==> src/rtl/lpt_ctrl_pkg.sv <==
package lpt_ctrl_pkg;

  // Control bit positions; the pin mapping depends on them.
  localparam int CB_STROBE = 0;
  localparam int CB_AUTOFD = 1;
  localparam int CB_INIT   = 2;
  localparam int CB_SELECT = 3;
  localparam int CB_IRQEN  = 4;
  localparam int CB_DIR    = 5;
  localparam int CTRL_W    = 6;

  // Status word bit positions.
  localparam int SB_PEND   = 2;
  localparam int SB_ACK    = 6;

  typedef struct packed {
    logic ctrlWr;   // write to control offset
    logic ctrlRd;   // read of control offset
    logic statRd;   // read of status offset
    logic ackRise;  // synchronized rising edge of nAck
    logic ackLvl;   // synchronized nAck level
  } lptStrobes_t;

endpackage

==> src/rtl/lpt_ctrl_ctl.sv <==
module lpt_ctrl_ctl
  import lpt_ctrl_pkg::*;
#(
  parameter int ADDR_W      = 3,
  parameter int CTRL_OFFSET = 2,
  parameter int STAT_OFFSET = 1,
  parameter int SYNC_STAGES = 2
) (
  input  logic              clk,
  input  logic              rstN,
  input  logic [ADDR_W-1:0] addr,
  input  logic              wrEn,
  input  logic              rdEn,
  input  logic              nAck,
  output lptStrobes_t       strb
);

  localparam logic [ADDR_W-1:0] CTRL_ADDR = ADDR_W'(CTRL_OFFSET);
  localparam logic [ADDR_W-1:0] STAT_ADDR = ADDR_W'(STAT_OFFSET);

  logic ctrlHit;
  logic statHit;
  logic [SYNC_STAGES-1:0] syncQ;
  logic ackPrev;

  assign ctrlHit = (addr == CTRL_ADDR);
  assign statHit = (addr == STAT_ADDR);

  // Synchronizer chain, idle level is high
  genvar gi;
  generate
    for (gi = 0; gi < SYNC_STAGES; gi++) begin : g_sync
      if (gi == 0) begin : g_first
        always_ff @(posedge clk) begin
          if (!rstN) syncQ[0] <= 1'b1;
          else       syncQ[0] <= nAck;
        end
      end else begin : g_next
        always_ff @(posedge clk) begin
          if (!rstN) syncQ[gi] <= 1'b1;
          else       syncQ[gi] <= syncQ[gi-1];
        end
      end
    end
  endgenerate

  always_ff @(posedge clk) begin
    if (!rstN) ackPrev <= 1'b1;
    else       ackPrev <= syncQ[SYNC_STAGES-1];
  end

  always_comb begin
    strb.ctrlWr  = wrEn & ctrlHit;
    strb.ctrlRd  = rdEn & ctrlHit;
    strb.statRd  = rdEn & statHit;
    strb.ackLvl  = syncQ[SYNC_STAGES-1];
    strb.ackRise = syncQ[SYNC_STAGES-1] & ~ackPrev;
  end

endmodule

==> src/rtl/lpt_ctrl_dp.sv <==
module lpt_ctrl_dp
  import lpt_ctrl_pkg::*;
#(
  parameter int DATA_W   = 8,
  parameter bit IRQ_HOLD = 1'b1
) (
  input  logic              clk,
  input  logic              rstN,
  input  logic              extMode,
  input  lptStrobes_t       strb,
  input  logic [DATA_W-1:0] wrData,
  output logic [DATA_W-1:0] rdData,
  output logic [DATA_W-1:0] ctrlQ,
  output logic              nStrobe,
  output logic              nAutoFd,
  output logic              nInit,
  output logic              nSlctIn,
  output logic              dirIn,
  output logic              irq
);

  localparam logic [DATA_W-1:0] WR_MASK = DATA_W'((1 << CTRL_W) - 1);

  logic irqEn;
  logic irqFlag;
  logic [DATA_W-1:0] statWord;

  // Control byte, upper bits masked off so they stay zero
  always_ff @(posedge clk) begin
    if (!rstN)            ctrlQ <= '0;
    else if (strb.ctrlWr) ctrlQ <= wrData & WR_MASK;
  end

  assign irqEn = ctrlQ[CB_IRQEN];

  // Pin drive, fixed polarity per bit
  always_comb begin
    nStrobe = ~ctrlQ[CB_STROBE];
    nAutoFd = ~ctrlQ[CB_AUTOFD];
    nInit   =  ctrlQ[CB_INIT];
    nSlctIn = ~ctrlQ[CB_SELECT];
    dirIn   =  extMode & ctrlQ[CB_DIR];
  end

  // Interrupt variant chosen by parameter
  generate
    if (IRQ_HOLD) begin : g_held
      always_ff @(posedge clk) begin
        if (!rstN)                        irqFlag <= 1'b0;
        else if (strb.ackRise && irqEn)   irqFlag <= 1'b1;
        else if (strb.statRd)             irqFlag <= 1'b0;
      end
    end else begin : g_pulse
      always_ff @(posedge clk) begin
        if (!rstN) irqFlag <= 1'b0;
        else       irqFlag <= strb.ackRise & irqEn;
      end
    end
  endgenerate

  assign irq = irqFlag & irqEn;

  always_comb begin
    statWord         = '0;
    statWord[SB_PEND] = irq;
    statWord[SB_ACK]  = strb.ackLvl;
  end

  always_comb begin
    if (strb.ctrlRd)      rdData = ctrlQ;
    else if (strb.statRd) rdData = statWord;
    else                  rdData = '0;
  end

endmodule

==> src/rtl/lpt_ctrl_reg.sv <==
module lpt_ctrl_reg
  import lpt_ctrl_pkg::*;
#(
  parameter int ADDR_W      = 3,
  parameter int DATA_W      = 8,
  parameter int CTRL_OFFSET = 2,
  parameter int STAT_OFFSET = 1,
  parameter int SYNC_STAGES = 2,
  parameter bit IRQ_HOLD    = 1'b1
) (
  input  logic              clk,
  input  logic              rstN,
  input  logic              extMode,
  input  logic [ADDR_W-1:0] addr,
  input  logic              wrEn,
  input  logic              rdEn,
  input  logic [DATA_W-1:0] wrData,
  output logic [DATA_W-1:0] rdData,
  input  logic              nAck,
  output logic              nStrobe,
  output logic              nAutoFd,
  output logic              nInit,
  output logic              nSlctIn,
  output logic              dirIn,
  output logic              irq
);

  lptStrobes_t       strb;
  logic [DATA_W-1:0] ctrlQ;

  lpt_ctrl_ctl #(
    .ADDR_W(ADDR_W), .CTRL_OFFSET(CTRL_OFFSET),
    .STAT_OFFSET(STAT_OFFSET), .SYNC_STAGES(SYNC_STAGES)
  ) u_ctl (
    .clk(clk), .rstN(rstN), .addr(addr), .wrEn(wrEn),
    .rdEn(rdEn), .nAck(nAck), .strb(strb)
  );

  lpt_ctrl_dp #(.DATA_W(DATA_W), .IRQ_HOLD(IRQ_HOLD)) u_dp (
    .clk(clk), .rstN(rstN), .extMode(extMode), .strb(strb),
    .wrData(wrData), .rdData(rdData), .ctrlQ(ctrlQ),
    .nStrobe(nStrobe), .nAutoFd(nAutoFd), .nInit(nInit),
    .nSlctIn(nSlctIn), .dirIn(dirIn), .irq(irq)
  );

endmodule

==> config.mk <==
export PLATFORM = sky130hd
export DESIGN_NAME = lpt_ctrl_reg
export DESIGN_NICKNAME = d
export VERILOG_FILES = /design/src/rtl/lpt_ctrl_pkg.sv /design/src/rtl/lpt_ctrl_ctl.sv /design/src/rtl/lpt_ctrl_dp.sv /design/src/rtl/lpt_ctrl_reg.sv
export SDC_FILE = /design/constraint.sdc
export NUM_CORES = 1
export LEC_CHECK = 0
export BUFFER_PORTS_ARGS = -buffer_cell sky130_fd_sc_hd__buf_2
export CAP_MARGIN = 10
export CORE_AREA = 2 2 39 41
export CTS_BUF_LIST = sky130_fd_sc_hd__clkbuf_8
export DETAILED_ROUTE_END_ITERATION = 10
export DIE_AREA = 0 0 41 43
export GPL_ROUTABILITY_DRIVEN = 0
export PLACE_DENSITY = 0.68
export SLEW_MARGIN = 20
export SYNTH_ARGS = -nofsm -noshare
export SYNTH_HDL_FRONTEND = slang
export SYNTH_SLANG_ARGS = --single-unit
==> constraint.sdc <==
create_clock -name clk -period 2.4 [get_ports clk]
set_clock_uncertainty 0.2 [all_clocks]
set_input_delay 0.36 -clock clk [delete_from_list [all_inputs] [get_ports clk]]
set_output_delay 0.36 -clock clk [all_outputs]
set_load 0.02 [all_outputs]
### Word level (Yosys, flattened, before mapping)

Index checks and enable logic that the tools add are counted.
Widths: inputs -> output; s select.

| word-level totals | value |
|---|---|
| register bits | 10 |
| input port bits | 17 |
| output and inout bits | 14 |
| logic and storage cells | 23 |

| operators by class | value |
|---|---|
| equality and inequality tests | 2 |
| multiplexer cells | 4 |
| bitwise gates (word level) | 10 |
| reductions and logical operators | 2 |

Operators with widths:

| cell | count |
|---|---|
| $mux 8 | 1 |
| $mux 7 | 1 |
| $and 1x1->1 | 6 |
| $not 1->1 | 4 |
| $eq 3x1->1 const B | 1 |
| $eq 3x2->1 const B | 1 |
| $mux 1 | 2 |
| $reduce_bool 2->1 | 1 |
| $logic_and 1x1->1 | 1 |

### Depth between registers and ports, before layout

| depth | value |
|---|---|
| depth after elaboration | 4 |
| mapped depth | 3 |
| depth with buffers taken out | 2 |

### Cells and area by module

From an unflattened synthesis, not the netlist that was laid out.

| unflattened totals | value |
|---|---|
| cells, all modules | 54 |
| area total of the unflattened synthesis | 506.7 um^2 |

Modules (own cells, without submodules):

| module | times used | cells each | area an instance (um^2) | seq. area each (um^2) |
|---|---|---|---|---|
| lpt_ctrl_dp | 1 | 43 | 376.6 | 140.1 |
| lpt_ctrl_ctl | 1 | 11 | 130.1 | 60.1 |

### Worst setup path after synthesis

Ideal clock, no wire load.

| path | value |
|---|---|
| path type | input-to-output |
| start | input port addr[0] |
| end | output port rdData[2] |
| data arrival time | 0.920 ns |
| data required time | 1.840 ns |
| setup slack | 0.920 ns |
| cell stages on the path | 2 |
| path buffers | 0 |
| cell sequence | and4bb_2 -> a22o_1 |

| between the ends | value |
|---|---|
| longest elaborated chain between the ends | 4 |
| elaborated cells on any way between the ends | 6 |
| classes of those cells | eq/ne (2); mux (2); bitwise (2) |

RTL lines:

| what | RTL line | source |
|---|---|---|
| start: declaration | lpt_ctrl_reg.sv:14 | `input logic [ADDR_W-1:0] addr,` |
| $eq 3x1->1 | lpt_ctrl_ctl.sv:27 | `assign statHit = (addr == STAT_ADDR);` |
| $and 1x1->1 | lpt_ctrl_ctl.sv:55 | `strb.statRd = rdEn & statHit;` |
| $mux 7 | lpt_ctrl_dp.sv:71 | `else if (strb.statRd) rdData = statWord;` |
| $mux 8 (*) | lpt_ctrl_dp.sv:70 | `if (strb.ctrlRd) rdData = ctrlQ;` |
| end: declaration | lpt_ctrl_reg.sv:18 | `output logic [DATA_W-1:0] rdData,` |

Mark *: on every way between the ends. The rest lies on a longest branch, timed or not.

### Worst setup path in the final report

| path | value |
|---|---|
| start | input port addr[0] |
| end | output port rdData[0] |

| between the ends | value |
|---|---|
| longest elaborated chain between the ends | 3 |

RTL lines:

| what | RTL line | source |
|---|---|---|
| $eq 3x2->1 | lpt_ctrl_ctl.sv:26 | `assign ctrlHit = (addr == CTRL_ADDR);` |
| $and 1x1->1 | lpt_ctrl_ctl.sv:54 | `strb.ctrlRd = rdEn & ctrlHit;` |
| $mux 8 | lpt_ctrl_dp.sv:70 |  |

Every way passes these cells.

==> impl_results.md <==
* Starting Density at 34.7%
* Final Util at 47.2%
* Routed WL per cell at roughly 9.7 um
* Die height at about 43 um
* Setup Fix Bufs, Post-CTS at 0
* Clk buf depth at 2
* CTS tree: built
* Pin count of the biggest net entering global routing at 18
* Crit path launch type: primary input
* DP Area at around 610 sq um
* H-tree levels at 1
* First-pass GRT wire length at around 1400 um
* Post_cts resized at 0
* CTS Buf Count at 3
* HP Start: nAck
* Root Buffer Master: clkbuf_8
* Critical Path RT at about 1.8 ns
* MaxCap Viol Count at 0
* Peak VDD IR at about 0.28 mV
* Tmin final at ~1.7 ns
* Vias/cell at 4.38
* Synth area leaders: dfxtp_1 (42%), mux2i_1 (13%), and2_1 (10%)
* Synth warnings at 0
* Synthesized area at about 480 sq um
* Initial DRC Count at 4
* Status: finished, final reports clean
* Number of nets with antenna violations after routing at 0
* 1st-pass router iterations at 2
* Worst Path Arrival at approximately 1.1 ns
* Setup_tns at 0 ns
* Layout cells sized above 1 at roughly two fifths
* Crit Path Category: in2out
* Critical R2R Launch: u_ctl.strb[0]$_SDFF_PN1_
* Final HPWL DP at between 700 and 800 um
* Post-synthesis area per instance at approximately 9 sq um
* Pre-CTS setup slack at just over 0.7 ns
* Synth Instances at 53
* Syn-to-layout area delta at 35.9%
* Mapped Nets at 70
* Via count at between 400 and 500
* Clock transition at path regs at ~0.04 ns
* P_leak at between 0.3 and 0.4 nW
* Design area at between 600 and 700 sq um
* Die X at 41 um
* Crit end category: output pin
* CTS sink cnt at 10
* Post-synthesis cell type with the largest combined area: dfxtp_1
* Hold Violations, Final at 0
* RSZ-0062 raised after global routing: no
* Post-Route WL at ~930 um
* Total gr overflow at 0
* Synth cell types at 15
* DRC Markers at 0
* Tot GR Track Use at about an eighth
* Core area at 1380 sq um
* Final Slew Violations at 0
* Post-CTS Hold Fix Bufs at 0
* Period utilization at a little over two thirds
* Initial antenna violation count at 0
* Nets at between 90 and 100
* Worst skew pair latency at 0.23 ns
* Final Power at roughly 0.38 mW
* Crit path max fanout at 6
* Register area share after synthesis at a little over two fifths
* Power per cell area at between 500 and 600 nW/um^2
* WHS Path Cells at 2
* Flops & latches, synth at 10
* Die Area at 1760 sq um
* Flop2flop setup slack at ~1.6 ns
* Buffers on Ports at 27
* Reg-to-Reg End: u_ctl.ackPrev$_SDFF_PN1_
* Worst Slack Setup Final at between 0.7 and 0.8 ns
* I/O pins at 31
* Post-synth top area share at a little over two fifths
* Hold Crit Class: in2reg
* Endpoints failing setup at 0
* Max Freq at between 500 and 600 MHz
* Vias in the first global route at between 300 and 400
* Worst R2R Path Depth at 1
* FP Rows at 14
* Number of diodes at 0
* Hold Crit Endpoint: u_ctl.syncQ[0]$_SDFF_PN1_
==> through the flow <==
| step | cells | hold WS [ns] |
|---|---|---|
| 6_report | 96 | 0.107 |
| 4_1_cts | 96 | 0.107 |
| 2_1_floorplan | 53 | 0.185 |
| 5_1_grt | 96 | 0.107 |
| 3_3_place_gp | 93 | 0.187 |
| 3_5_place_dp | 93 | 0.194 |
==> cell families after synthesis <==
| family | Yosys count | share of synthesized area, % |
|---|---|---|
| other | 1 | 0.781 |
| AOI/OAI and AO/OA | 2 | 2.86 |
| and+or+nand+nor | 28 | 34.9 |
| buffers and inverters | 6 | 7.29 |
| DFF | 10 | 41.7 |
| muxes | 6 | 12.5 |
==> placed cells by master (no fill, tap or decap) <==
cell type	instances
a22o_1	1
and2_1	8
and4bb_1	1
and4bb_2	2
buf_2	27
clkbuf_8	3
conb_1	1
dfxtp_1	10
inv_1	3
mux2i_1	6
nand2_1	13
nand4b_1	1
o21ai_0	1
or2b_1	3
==> cells in the mapped netlist <==
cell type	count
and4bb_2	2
inv_1	3
and2_1	8
nand4b_1	1
nand2_1	13
o21ai_0	1
conb_1	1
mux2i_1	6
dfxtp_1	10
buf_4	1
and4bb_1	1
buf_6	1
or2b_1	3
buf_2	1
a22o_1	1
==> state kept, by name, indices dropped and copies added, names as in the netlist <==
signal,count
u_dp.ctrlQ,6
u_ctl.strb,1
u_ctl.ackPrev,1
u_dp.irqFlag,1
u_ctl.syncQ,1
==> how the worst max path moves through the flow <==
stage | from | endpoint | slack (ns) | cells past startpoint
after floorplan | addr[0] | rdData[2] | 0.92 | 2
after global placement | addr[0] | rdData[2] | 0.71 | 4
after detailed placement | addr[0] | rdData[2] | 0.72 | 4
after CTS | addr[0] | rdData[0] | 0.72 | 4
after global routing | addr[0] | rdData[1] | 0.67 | 4
final | addr[0] | rdData[0] | 0.72 | 4
==> report_power, final <==
part / switching (mW) / internal, mW
Sequential: 0.00204 / 0.171
Combinational: 0.0169 / 0.0165
Clock: 0.0597 / 0.109
==> critical path, stage by stage <==
cell	delay (ns)
buf_2	0.11
and4bb_2	0.35
and2_1	0.14
buf_2	0.16
==> per-layer routing <==
metal  vias up  track usage (%)  share of wire (%)
met1       176             15.8                 47
li1        224                -                  -
met3         0             3.14                8.4
met4         0             8.00                  0
met2        20             15.9                 45
met5         -                0                  0
==> final cells by class <==
| class | count | area (sq um) |
|---|---|---|
| fillers | 136 | 731 |
| flip-flops and latches | 10 | 200 |
| inverters | 3 | 11.3 |
| well taps | 16 | 20.0 |
| multi-input cells | 37 | 245 |
| repair buffers | 27 | 135 |
| clock buffers | 3 | 41.3 |
Power figures use the tool's default switching activity.
